### config.mk
export PLATFORM = sky130hd
export DESIGN_NAME = hpor_lsu
export DESIGN_NICKNAME = d
export VERILOG_FILES = /design/src/rtl/hpor_pkg.sv /design/src/rtl/hpor_ptr_file.sv /design/src/rtl/hpor_val_stage.sv /design/src/rtl/hpor_ea_form.sv /design/src/rtl/hpor_lsu.sv
export SDC_FILE = /design/constraint.sdc
export NUM_CORES = 1
export LEC_CHECK = 0
export ABC_AREA = 1
export CORE_UTILIZATION = 25
export DETAILED_ROUTE_END_ITERATION = 16
export SKIP_CTS_REPAIR_TIMING = 1
export SLEW_MARGIN = 40
export SYNTH_ARGS = -nofsm -noshare
export SYNTH_HDL_FRONTEND = slang
export SYNTH_SLANG_ARGS = --single-unit
### constraint.sdc
create_clock -name clk -period 2.7 [get_ports clk]
set_input_delay 0.54 -clock clk [delete_from_list [all_inputs] [get_ports clk]]
set_output_delay 0.54 -clock clk [all_outputs]
set_load 0.05 [all_outputs]
### src/rtl/hpor_pkg.sv
package hpor_pkg;

    // Result of checking the pointer named by a load or store
    typedef enum logic [1:0] {
        CHK_OK      = 2'd0,
        CHK_NOT_PTR = 2'd1,
        CHK_STALE   = 2'd2
    } ptr_chk_e;

    // Direction of a memory access
    typedef enum logic {
        ACC_LOAD  = 1'b0,
        ACC_STORE = 1'b1
    } acc_e;

endpackage

### src/rtl/hpor_ptr_file.sv
module hpor_ptr_file #(
    parameter int THREADS = 4,
    parameter int NPTR    = 4,
    parameter int AW      = 32,
    localparam int TIDW   = $clog2(THREADS),
    localparam int PIW    = $clog2(NPTR)
) (
    input  logic            clk,
    input  logic            rst_n,
    input  logic            flush_all,
    input  logic            inv_req,
    input  logic [TIDW-1:0] inv_tid,
    input  logic            wr_en,
    input  logic [TIDW-1:0] wr_tid,
    input  logic [PIW-1:0]  wr_pidx,
    input  logic            wr_ok,
    input  logic [AW-1:0]   wr_pa,
    input  logic [TIDW-1:0] rd_tid,
    input  logic [PIW-1:0]  rd_pidx,
    output logic [AW-1:0]   rd_pa,
    output logic            rd_valid
);

    localparam int NENT = THREADS * NPTR;
    localparam int EW   = $clog2(NENT);

    typedef struct packed {
        logic [NENT-1:0]         vld;
        logic [NENT-1:0][AW-1:0] pa;
    } slots_t;

    slots_t          st_d, st_q;
    logic [NENT-1:0] thr_mask;
    logic [EW-1:0]   widx;
    logic [EW-1:0]   ridx;

    // One mask bit per slot: set when its owning thread is being invalidated
    generate
        for (genvar e = 0; e < NENT; e++) begin : g_thr_mask
            assign thr_mask[e] = inv_req && (inv_tid == TIDW'(e / NPTR));
        end
    endgenerate

    assign widx = EW'(wr_tid) * EW'(NPTR) + EW'(wr_pidx);
    assign ridx = EW'(rd_tid) * EW'(NPTR) + EW'(rd_pidx);

    always_comb begin
        st_d = st_q;
        if (flush_all) begin
            st_d.vld = '0;
        end else begin
            if (wr_en) begin
                st_d.vld[widx] = wr_ok;
                if (wr_ok) begin
                    st_d.pa[widx] = wr_pa;
                end
            end
            // thread invalidate overrides a write landing in the same thread
            st_d.vld = st_d.vld & ~thr_mask;
        end
    end

    always_ff @(posedge clk or negedge rst_n) begin
        if (!rst_n) begin
            st_q <= '0;
        end else begin
            st_q <= st_d;
        end
    end

    assign rd_valid = st_q.vld[ridx];
    assign rd_pa    = st_q.pa[ridx];

endmodule

### src/rtl/hpor_val_stage.sv
module hpor_val_stage #(
    parameter int THREADS = 4,
    parameter int NREG    = 16,
    parameter int NPTR    = 4,
    parameter int AW      = 32,
    localparam int TIDW   = $clog2(THREADS),
    localparam int RIDW   = $clog2(NREG),
    localparam int PIW    = $clog2(NPTR)
) (
    input  logic            clk,
    input  logic            rst_n,
    input  logic            flush_all,
    input  logic            inv_req,
    input  logic [TIDW-1:0] inv_tid,
    input  logic            val_req,
    input  logic [TIDW-1:0] val_tid,
    input  logic [RIDW-1:0] val_preg,
    input  logic [AW-1:0]   val_vaddr,
    output logic            tlb_req,
    output logic [AW-1:0]   tlb_va,
    input  logic [AW-1:0]   tlb_pa,
    input  logic            tlb_fault,
    output logic            wr_en,
    output logic [TIDW-1:0] wr_tid,
    output logic [PIW-1:0]  wr_pidx,
    output logic            wr_ok,
    output logic [AW-1:0]   wr_pa,
    output logic            val_done,
    output logic            val_fault
);

    localparam int PTR_BASE = NREG - NPTR;

    typedef struct packed {
        logic done;
        logic fault;
    } vrsp_t;

    vrsp_t rsp_d, rsp_q;
    logic  is_ptr;
    logic  blocked;

    always_comb begin
        is_ptr  = (val_preg >= RIDW'(PTR_BASE));
        blocked = flush_all || (inv_req && (inv_tid == val_tid));

        tlb_req = val_req && is_ptr;
        tlb_va  = val_vaddr;

        wr_en   = tlb_req && !blocked;
        wr_tid  = val_tid;
        wr_pidx = PIW'(val_preg - RIDW'(PTR_BASE));
        wr_ok   = !tlb_fault;
        wr_pa   = tlb_pa;

        rsp_d.done  = val_req;
        rsp_d.fault = val_req && (!is_ptr || blocked || tlb_fault);
    end

    always_ff @(posedge clk or negedge rst_n) begin
        if (!rst_n) begin
            rsp_q <= '0;
        end else begin
            rsp_q <= rsp_d;
        end
    end

    assign val_done  = rsp_q.done;
    assign val_fault = rsp_q.fault;

endmodule

### src/rtl/hpor_ea_form.sv
module hpor_ea_form
    import hpor_pkg::*;
#(
    parameter int NREG  = 16,
    parameter int NPTR  = 4,
    parameter int AW    = 32,
    parameter int DW    = 32,
    parameter int OFFW  = 12,
    localparam int RIDW = $clog2(NREG),
    localparam int PIW  = $clog2(NPTR)
) (
    input  logic [RIDW-1:0] op_preg,
    input  logic            ptr_valid,
    input  logic [AW-1:0]   ptr_pa,
    input  logic            use_imm,
    input  logic [OFFW-1:0] imm,
    input  logic [DW-1:0]   roff,
    output ptr_chk_e        chk,
    output logic [PIW-1:0]  pidx,
    output logic [AW-1:0]   ea
);

    localparam int PTR_BASE = NREG - NPTR;
    localparam int ALIGN    = $clog2(DW / 8);
    localparam logic [AW-1:0] LOW_MASK = AW'((1 << ALIGN) - 1);

    logic            is_ptr;
    logic [OFFW-1:0] off;
    logic            unused_roff_hi;

    assign unused_roff_hi = ^roff[DW-1:OFFW];

    always_comb begin
        is_ptr = (op_preg >= RIDW'(PTR_BASE));
        pidx   = PIW'(op_preg - RIDW'(PTR_BASE));
        off    = use_imm ? imm : roff[OFFW-1:0];
        ea     = (ptr_pa | AW'(off)) & ~LOW_MASK;
        if (!is_ptr) begin
            chk = CHK_NOT_PTR;
        end else if (!ptr_valid) begin
            chk = CHK_STALE;
        end else begin
            chk = CHK_OK;
        end
    end

endmodule

### src/rtl/hpor_lsu.sv
module hpor_lsu
    import hpor_pkg::*;
#(
    parameter int THREADS = 4,
    parameter int NREG    = 16,
    parameter int NPTR    = 4,
    parameter int AW      = 32,
    parameter int DW      = 32,
    parameter int OFFW    = 12
) (
    input  logic                       clk,
    input  logic                       rst_n,
    input  logic                       flush_all,
    input  logic                       inv_thr_req,
    input  logic [$clog2(THREADS)-1:0] inv_thr_id,
    input  logic                       val_req,
    input  logic [$clog2(THREADS)-1:0] val_tid,
    input  logic [$clog2(NREG)-1:0]    val_preg,
    input  logic [AW-1:0]              val_vaddr,
    output logic                       tlb_req,
    output logic [AW-1:0]              tlb_va,
    input  logic [AW-1:0]              tlb_pa,
    input  logic                       tlb_fault,
    output logic                       val_done,
    output logic                       val_fault,
    input  logic                       op_req,
    input  logic [$clog2(THREADS)-1:0] op_tid,
    input  logic [$clog2(NREG)-1:0]    op_preg,
    input  logic                       op_store,
    input  logic                       op_use_imm,
    input  logic [OFFW-1:0]            op_imm,
    input  logic [DW-1:0]              op_roff,
    input  logic [DW-1:0]              op_wdata,
    output logic                       mem_req,
    output logic                       mem_we,
    output logic [AW-1:0]              mem_addr,
    output logic [DW-1:0]              mem_wdata,
    output logic                       op_err
);

    localparam int TIDW = $clog2(THREADS);
    localparam int PIW  = $clog2(NPTR);

    typedef struct packed {
        logic          req;
        logic          we;
        logic [AW-1:0] addr;
        logic [DW-1:0] wdata;
        logic          err;
    } mout_t;

    logic            wr_en;
    logic [TIDW-1:0] wr_tid;
    logic [PIW-1:0]  wr_pidx;
    logic            wr_ok;
    logic [AW-1:0]   wr_pa;
    logic [PIW-1:0]  rd_pidx;
    logic [AW-1:0]   rd_pa;
    logic            rd_valid;
    ptr_chk_e        chk;
    logic [AW-1:0]   ea;
    mout_t           mo_d, mo_q;

    hpor_val_stage #(
        .THREADS(THREADS), .NREG(NREG), .NPTR(NPTR), .AW(AW)
    ) u_val (
        .clk      (clk),
        .rst_n    (rst_n),
        .flush_all(flush_all),
        .inv_req  (inv_thr_req),
        .inv_tid  (inv_thr_id),
        .val_req  (val_req),
        .val_tid  (val_tid),
        .val_preg (val_preg),
        .val_vaddr(val_vaddr),
        .tlb_req  (tlb_req),
        .tlb_va   (tlb_va),
        .tlb_pa   (tlb_pa),
        .tlb_fault(tlb_fault),
        .wr_en    (wr_en),
        .wr_tid   (wr_tid),
        .wr_pidx  (wr_pidx),
        .wr_ok    (wr_ok),
        .wr_pa    (wr_pa),
        .val_done (val_done),
        .val_fault(val_fault)
    );

    hpor_ptr_file #(
        .THREADS(THREADS), .NPTR(NPTR), .AW(AW)
    ) u_file (
        .clk      (clk),
        .rst_n    (rst_n),
        .flush_all(flush_all),
        .inv_req  (inv_thr_req),
        .inv_tid  (inv_thr_id),
        .wr_en    (wr_en),
        .wr_tid   (wr_tid),
        .wr_pidx  (wr_pidx),
        .wr_ok    (wr_ok),
        .wr_pa    (wr_pa),
        .rd_tid   (op_tid),
        .rd_pidx  (rd_pidx),
        .rd_pa    (rd_pa),
        .rd_valid (rd_valid)
    );

    hpor_ea_form #(
        .NREG(NREG), .NPTR(NPTR), .AW(AW), .DW(DW), .OFFW(OFFW)
    ) u_ea (
        .op_preg  (op_preg),
        .ptr_valid(rd_valid),
        .ptr_pa   (rd_pa),
        .use_imm  (op_use_imm),
        .imm      (op_imm),
        .roff     (op_roff),
        .chk      (chk),
        .pidx     (rd_pidx),
        .ea       (ea)
    );

    always_comb begin
        mo_d = '0;
        if (op_req) begin
            if (chk == CHK_OK) begin
                mo_d.req   = 1'b1;
                mo_d.we    = (acc_e'(op_store) == ACC_STORE);
                mo_d.addr  = ea;
                mo_d.wdata = mo_d.we ? op_wdata : '0;
            end else begin
                mo_d.err   = 1'b1;
            end
        end
    end

    always_ff @(posedge clk or negedge rst_n) begin
        if (!rst_n) begin
            mo_q <= '0;
        end else begin
            mo_q <= mo_d;
        end
    end

    assign mem_req   = mo_q.req;
    assign mem_we    = mo_q.we;
    assign mem_addr  = mo_q.addr;
    assign mem_wdata = mo_q.wdata;
    assign op_err    = mo_q.err;

endmodule

==> results of run 1 <==
logic make-up (layout without fill, tap and decap cells):
kind of cell | count (synthesis) | count (layout) | share of synthesized area
buffers and inverters | 455 | 477 | 0.0736
flip-flops | 563 | 563 | 0.504
AND/OR/NAND/NOR | 2579 | 2579 | 0.403
multiplexers | 10 | 10 | 0.00358
other | 1 | 5 | 0.000134
XOR/XNOR | 1 | 1 | 0.000313
AO/OA/AOI/OAI | 84 | 84 | 0.0151
per-stage QoR:
step,hold WS [ns],std cells
after floorplan,0.244,3694
after global placement,0.407,5081
after detailed placement,0.408,5081
after CTS,-0.275,5203
after global routing,0.351,5206
final,0.371,5207
registers in the layout (all words and copies together) (netlist names):
| register | cells |
|---|---|
| mem_addr | 30 |
| mem_req | 1 |
| mem_wdata | 32 |
| mem_we | 1 |
| op_err | 1 |
| u_file.st_q | 496 |
| u_val.val_done | 1 |
| u_val.val_fault | 1 |
layer usage:
layer	share of wire	vias up	track usage
met4	0.033	6	0.0664
met3	0.078	179	0.0296
met1	0.43	12500	0.239
met2	0.46	1051	0.270
li1	-	12000	-
met5	0.00039	-	0
cell type report:
| class | count | area [um2] | share of cell area |
|---|---|---|---|
| diodes | 3 | 7.51 | 0.000223 |
| multi-input cells | 2676 | 11900 | 0.353 |
| well taps | 1488 | 1860 | 0.0552 |
| inverters | 57 | 236 | 0.00701 |
| repair buffers | 298 | 3350 | 0.0994 |
| clock inverters | 17 | 200 | 0.00594 |
| clock buffers | 105 | 2060 | 0.0612 |
| flip-flops and latches | 563 | 14100 | 0.418 |
cell usage after synthesis:
master,n,area (um2)
nand3_1,534,2670
inv_1,52,195
buf_4,48,360
buf_2,109,546
inv_2,3,11.3
nand2_1,1597,5990
a21oi_1,46,230
buf_8,1,15.0
a21boi_0,1,7.51
nand3_4,1,17.5
nor2_1,101,379
nand3_2,10,100
conb_1,1,3.75
clkbuf_1,211,792
mux2i_1,10,100
xnor2_1,1,8.76
o21ai_0,37,185
nand4_1,336,2100
buf_6,3,33.8
buf_1,26,97.6
clkinv_1,2,7.51
dfrtp_1,563,14100
final timing paths:
check | startpoint | endpoint | cells after the start
max | mem_addr[26]$_DFF_PN0_ | mem_addr[26] | 1
min | rst_n | u_file.st_q[393]$_DFFE_PN0P_ | 2
max reg2reg | u_file.st_q[519]$_DFF_PN0_ | mem_addr[30]$_DFF_PN0_ | 10
min reg2reg | u_file.st_q[354]$_DFFE_PN0P_ | u_file.st_q[354]$_DFFE_PN0P_ | 2
max in group asynchronous | rst_n | u_file.st_q[309]$_DFFE_PN0P_ | 4
min in group clk | val_req | u_val.val_done$_DFF_PN0_ | 1
power by group:
group          switching, mW  internal, mW  total [mW]
combinational           1.82         0.948        2.77
clock                   3.80          5.57        9.37
sequential             0.447          9.30        9.74
total                   6.07          15.8        21.9
==> reports/results.ini, run 1 <==
[power_and_ir_drop]
leakage_nw=16.4
power_density_mw_per_mm2=649
total_power_mw=21.9
ir_worst_vdd_uv=414

[placed_design]
dp_hpwl_um=55400
numPortBuffers=172
gp_congestion=0.789
placed_cell_area_mm2=0.0314
place_ws_ns=0.0265

[cells_and_area]
areaGrowthSynthToFinish_pct=20.7
layout_common_cells=nand2_1 (1597), dfrtp_1 (563), nand3_1 (532)
nets=3827
fin_util=0.304
n_fill_cell=11800
design_area_mm2=0.0337
final_common_cell=nand2_1
drive_gt1_frac=0.0713

[worst_setup_path]
max_stage_delay_ns=0.84
crit_fanout=1
crit_family=buffers and inverters
critPathSlowestCell=clkdlybuf4s50_1
cp.required_ns=2.16
setup.worst_path.start_class=flip-flop
path_buf_inv=1
critPathCaptureType=primary output
reg2reg_slack_ns=0.93
worstPathCellList=clkdlybuf4s50_1
worst_ep_arrival_time_ns=1.86
criticalPathCategory=reg2out

[flow_run]
cap_viol_max_count=0

[die]
die-area_mm2=0.113
start_util=0.252
die_y_um=336
core_mm2=0.111
rows=122
die_w_um=336
floorplan.io_pins=265

[clock_tree]
root_buffer=clkbuf_16
cts_buffers=68
cts_tree=done
clk_pin_slew_ns=0.06
cts_num_sinks=563
clk_latency_ns=0.62
htreeDepth=3
max-clock-path-buffers=3

[global_routing]
grt.overflow.total=0
antenna_found_initial=7
grt_first_pass_wirelength_um=152000
grt_usage=0.174
grt_pass1_vias=24400
grt_max_degree=151

[synth]
ys_ff_latch=563
synth_cells=3693
ys_warn_count=0
synth_cell_type_count=22
syn_area_mm2=0.0279
avgSynthCellArea_um2=7.57
yosysSeqAreaShare=0.504

[route]
drtIter0Drc=2953
drt_wl_total_um=99300
vias=25800
drc=0
vias_per_cell=4.95
dr.pass1.iters=5
wl_per_cell_um=19.1
ant_nets=0

[min_path]
hold_class=in2async

[sta]
tns_ns=0
setup_viol=0
maxSlewViolCount=0
finClkSkew_ns=0.0256
worst_slack_ns=0.298
post-route-period-util=0.889
worst_pin_slew_ns=0.821
fmax_mhz=416
final_hold_viol_count=0
period_needed_ns=2.40
relSlewSlack=0.451
rsz0062_at_grt=false

[outcome]
status=finished clean

Note: power is estimated with default switching activity, not from simulation.
==> run 2, diff against run 1 <==
--- a/config.mk
+++ b/config.mk
@@ -9,7 +9,7 @@
 export CORE_UTILIZATION = 25
 export DETAILED_ROUTE_END_ITERATION = 16
 export SKIP_CTS_REPAIR_TIMING = 1
-export SLEW_MARGIN = 40
 export SYNTH_ARGS = -nofsm -noshare
 export SYNTH_HDL_FRONTEND = slang
+export SYNTH_HIERARCHICAL = 1
 export SYNTH_SLANG_ARGS = --single-unit
==> reports/results.ini, run 2 <==
[sta]
period_needed_ns=2.33  ; -0.0721 ns
setup_viol=0  ; unchanged
fmax_mhz=429  ; +3.1%
worst_slack_ns=0.370  ; +0.0721 ns
post-route-period-util=0.863  ; -0.0267
worst_pin_slew_ns=0.639  ; -0.182 ns
final_hold_viol_count=0  ; unchanged
tns_ns=0  ; unchanged
fin_hold_ws_ns=0.427  ; +0.0555 ns
relSlewSlack=0.569  ; +0.119
maxSlewViolCount=0  ; unchanged
rsz0062_at_grt=false
finClkSkew_ns=0.0461  ; +0.0205 ns

[flow_run]
cap_viol_max_count=0  ; unchanged

[placed_design]
placed_cell_area_mm2=0.0309  ; -1.8%
dp_hpwl_um=46900  ; -15%
numPortBuffers=174  ; +1.2%
gp_congestion=0.760  ; -3.6%
placed_cells=4984  ; -1.9%
place_ws_ns=0.0483  ; +0.0218 ns

[clock_tree]
max-clock-path-buffers=3  ; unchanged
cts_buffers=66  ; -2.9%
root_buffer=clkbuf_16
cts_num_sinks=565  ; +0.36%
htreeDepth=3  ; unchanged
clk_pin_slew_ns=0.06  ; about the same
clk_latency_ns=0.63  ; about the same
cts_tree=done

[worst_setup_path]
crit_family=buffers and inverters
critPathSlowestCell=clkdlybuf4s50_1
criticalPathCategory=reg2out
crit_fanout=1  ; unchanged
path_buf_inv=1  ; unchanged
worstPathCellList=clkdlybuf4s50_1
setup.worst_path.start_class=flip-flop
max_stage_delay_ns=0.81  ; -0.03 ns
critPathCaptureType=primary output
cp.required_ns=2.16  ; about the same
worst_ep_arrival_time_ns=1.79  ; -0.07 ns

[min_path]
hold_class=in2reg

[cells_and_area]
areaGrowthSynthToFinish_pct=20.6  ; about the same
diodes=0  ; -3
n_fill_cell=11600  ; -1.6%
drive_gt1_frac=0.0759  ; +0.00457
design_area_mm2=0.0332  ; -1.6%
nets=3802  ; -0.65%
layout_common_cells=nand2_1 (1236), dfrtp_1 (565), o21ai_0 (457)
multi_input_area_mm2=0.00997  ; -16%
top_register=u_file/st_q
largest_register_ff_count=496  ; unchanged
regArea_mm2=0.0141  ; +0.36%
final_common_cell=nand2_1
stdcell_count=5104  ; -2.0%
fin_util=0.304  ; about the same

[synth]
syn_area_mm2=0.0275  ; -1.6%
avgSynthCellArea_um2=7.62  ; +0.65%
ys_warn_count=6  ; +6
synth_cells=3611  ; -2.2%

[route]
drtIter0Drc=1748  ; -41%
vias=22500  ; -13%
ant_nets=0  ; unchanged
drc=0  ; unchanged
dr.pass1.iters=7  ; +2
drt_wl_total_um=80300  ; -19%
wl_per_cell_um=15.7  ; -18%
vias_per_cell=4.41  ; -11%

[die]
die_y_um=334  ; -0.79%
start_util=0.252  ; about the same
die_w_um=334  ; -0.79%
core_mm2=0.109  ; -1.6%
rows=121  ; -0.82%
die-area_mm2=0.111  ; -1.6%
floorplan.io_pins=265  ; unchanged

[power_and_ir_drop]
ir_worst_vdd_uv=456  ; +10%
power_density_mw_per_mm2=582  ; -10%
total_power_mw=19.3  ; -12%
leakage_nw=15.1  ; -8.2%

[global_routing]
grt_usage=0.146  ; -0.0279
grt.overflow.total=0  ; unchanged
grt_pass1_vias=22000  ; -9.6%
grt_max_degree=98  ; -35%
grt_first_pass_wirelength_um=127000  ; -16%
antenna_found_initial=0  ; -7

[outcome]
status=finished clean

run 2: layer usage:
metal / vias to the layer above / global-route usage / part of all wire
met1: 10700 / 0.186 / 0.44
met5: - / 0 / 0
met2: 542 / 0.253 / 0.49
li1: 11200 / - / -
met3: 119 / 0.0197 / 0.047
met4: 0 / 0.0469 / 0.024
run 2: worst paths after layout:
path	from	slack (ns)	end	cells past startpoint
setup / recovery	mem_addr[26]$_DFF_PN0_	0.37	mem_addr[26]	1
min in group asynchronous	rst_n	0.48	u_file/st_q[93]$_DFFE_PN0P_	2
setup reg to reg	u_file/st_q[517]$_DFF_PN0_	0.74	mem_addr[27]$_DFF_PN0_	12
hold reg to reg	u_file/st_q[350]$_DFFE_PN0P_	0.48	u_file/st_q[350]$_DFFE_PN0P_	2
max in group asynchronous	rst_n	1.35	u_file/st_q[357]$_DFFE_PN0P_	3
hold / removal	val_req	0.43	u_val/val_done$_DFF_PN0_	1
run 2: cell type report:
type | instances | share of cell area
Clock buffer | 100 | 0.0594
Clock inverter | 19 | 0.00924
Inverter | 441 | 0.0502
Multi-Input combinational cell | 2260 | 0.301
Sequential cell | 565 | 0.426
Tap cell | 1414 | 0.0533
Timing Repair Buffer | 305 | 0.101
run 2: power breakdown:
part / total, mW / switching [mW] / leakage, nW / internal, mW
sequential: 8.52 / 0.0134 / 7.88 / 8.51
clock: 9.29 / 3.73 / 1.11 / 5.57
combinational: 1.50 / 1.01 / 6.10 / 0.494
total: 19.3 / 4.75 / 15.1 / 14.6
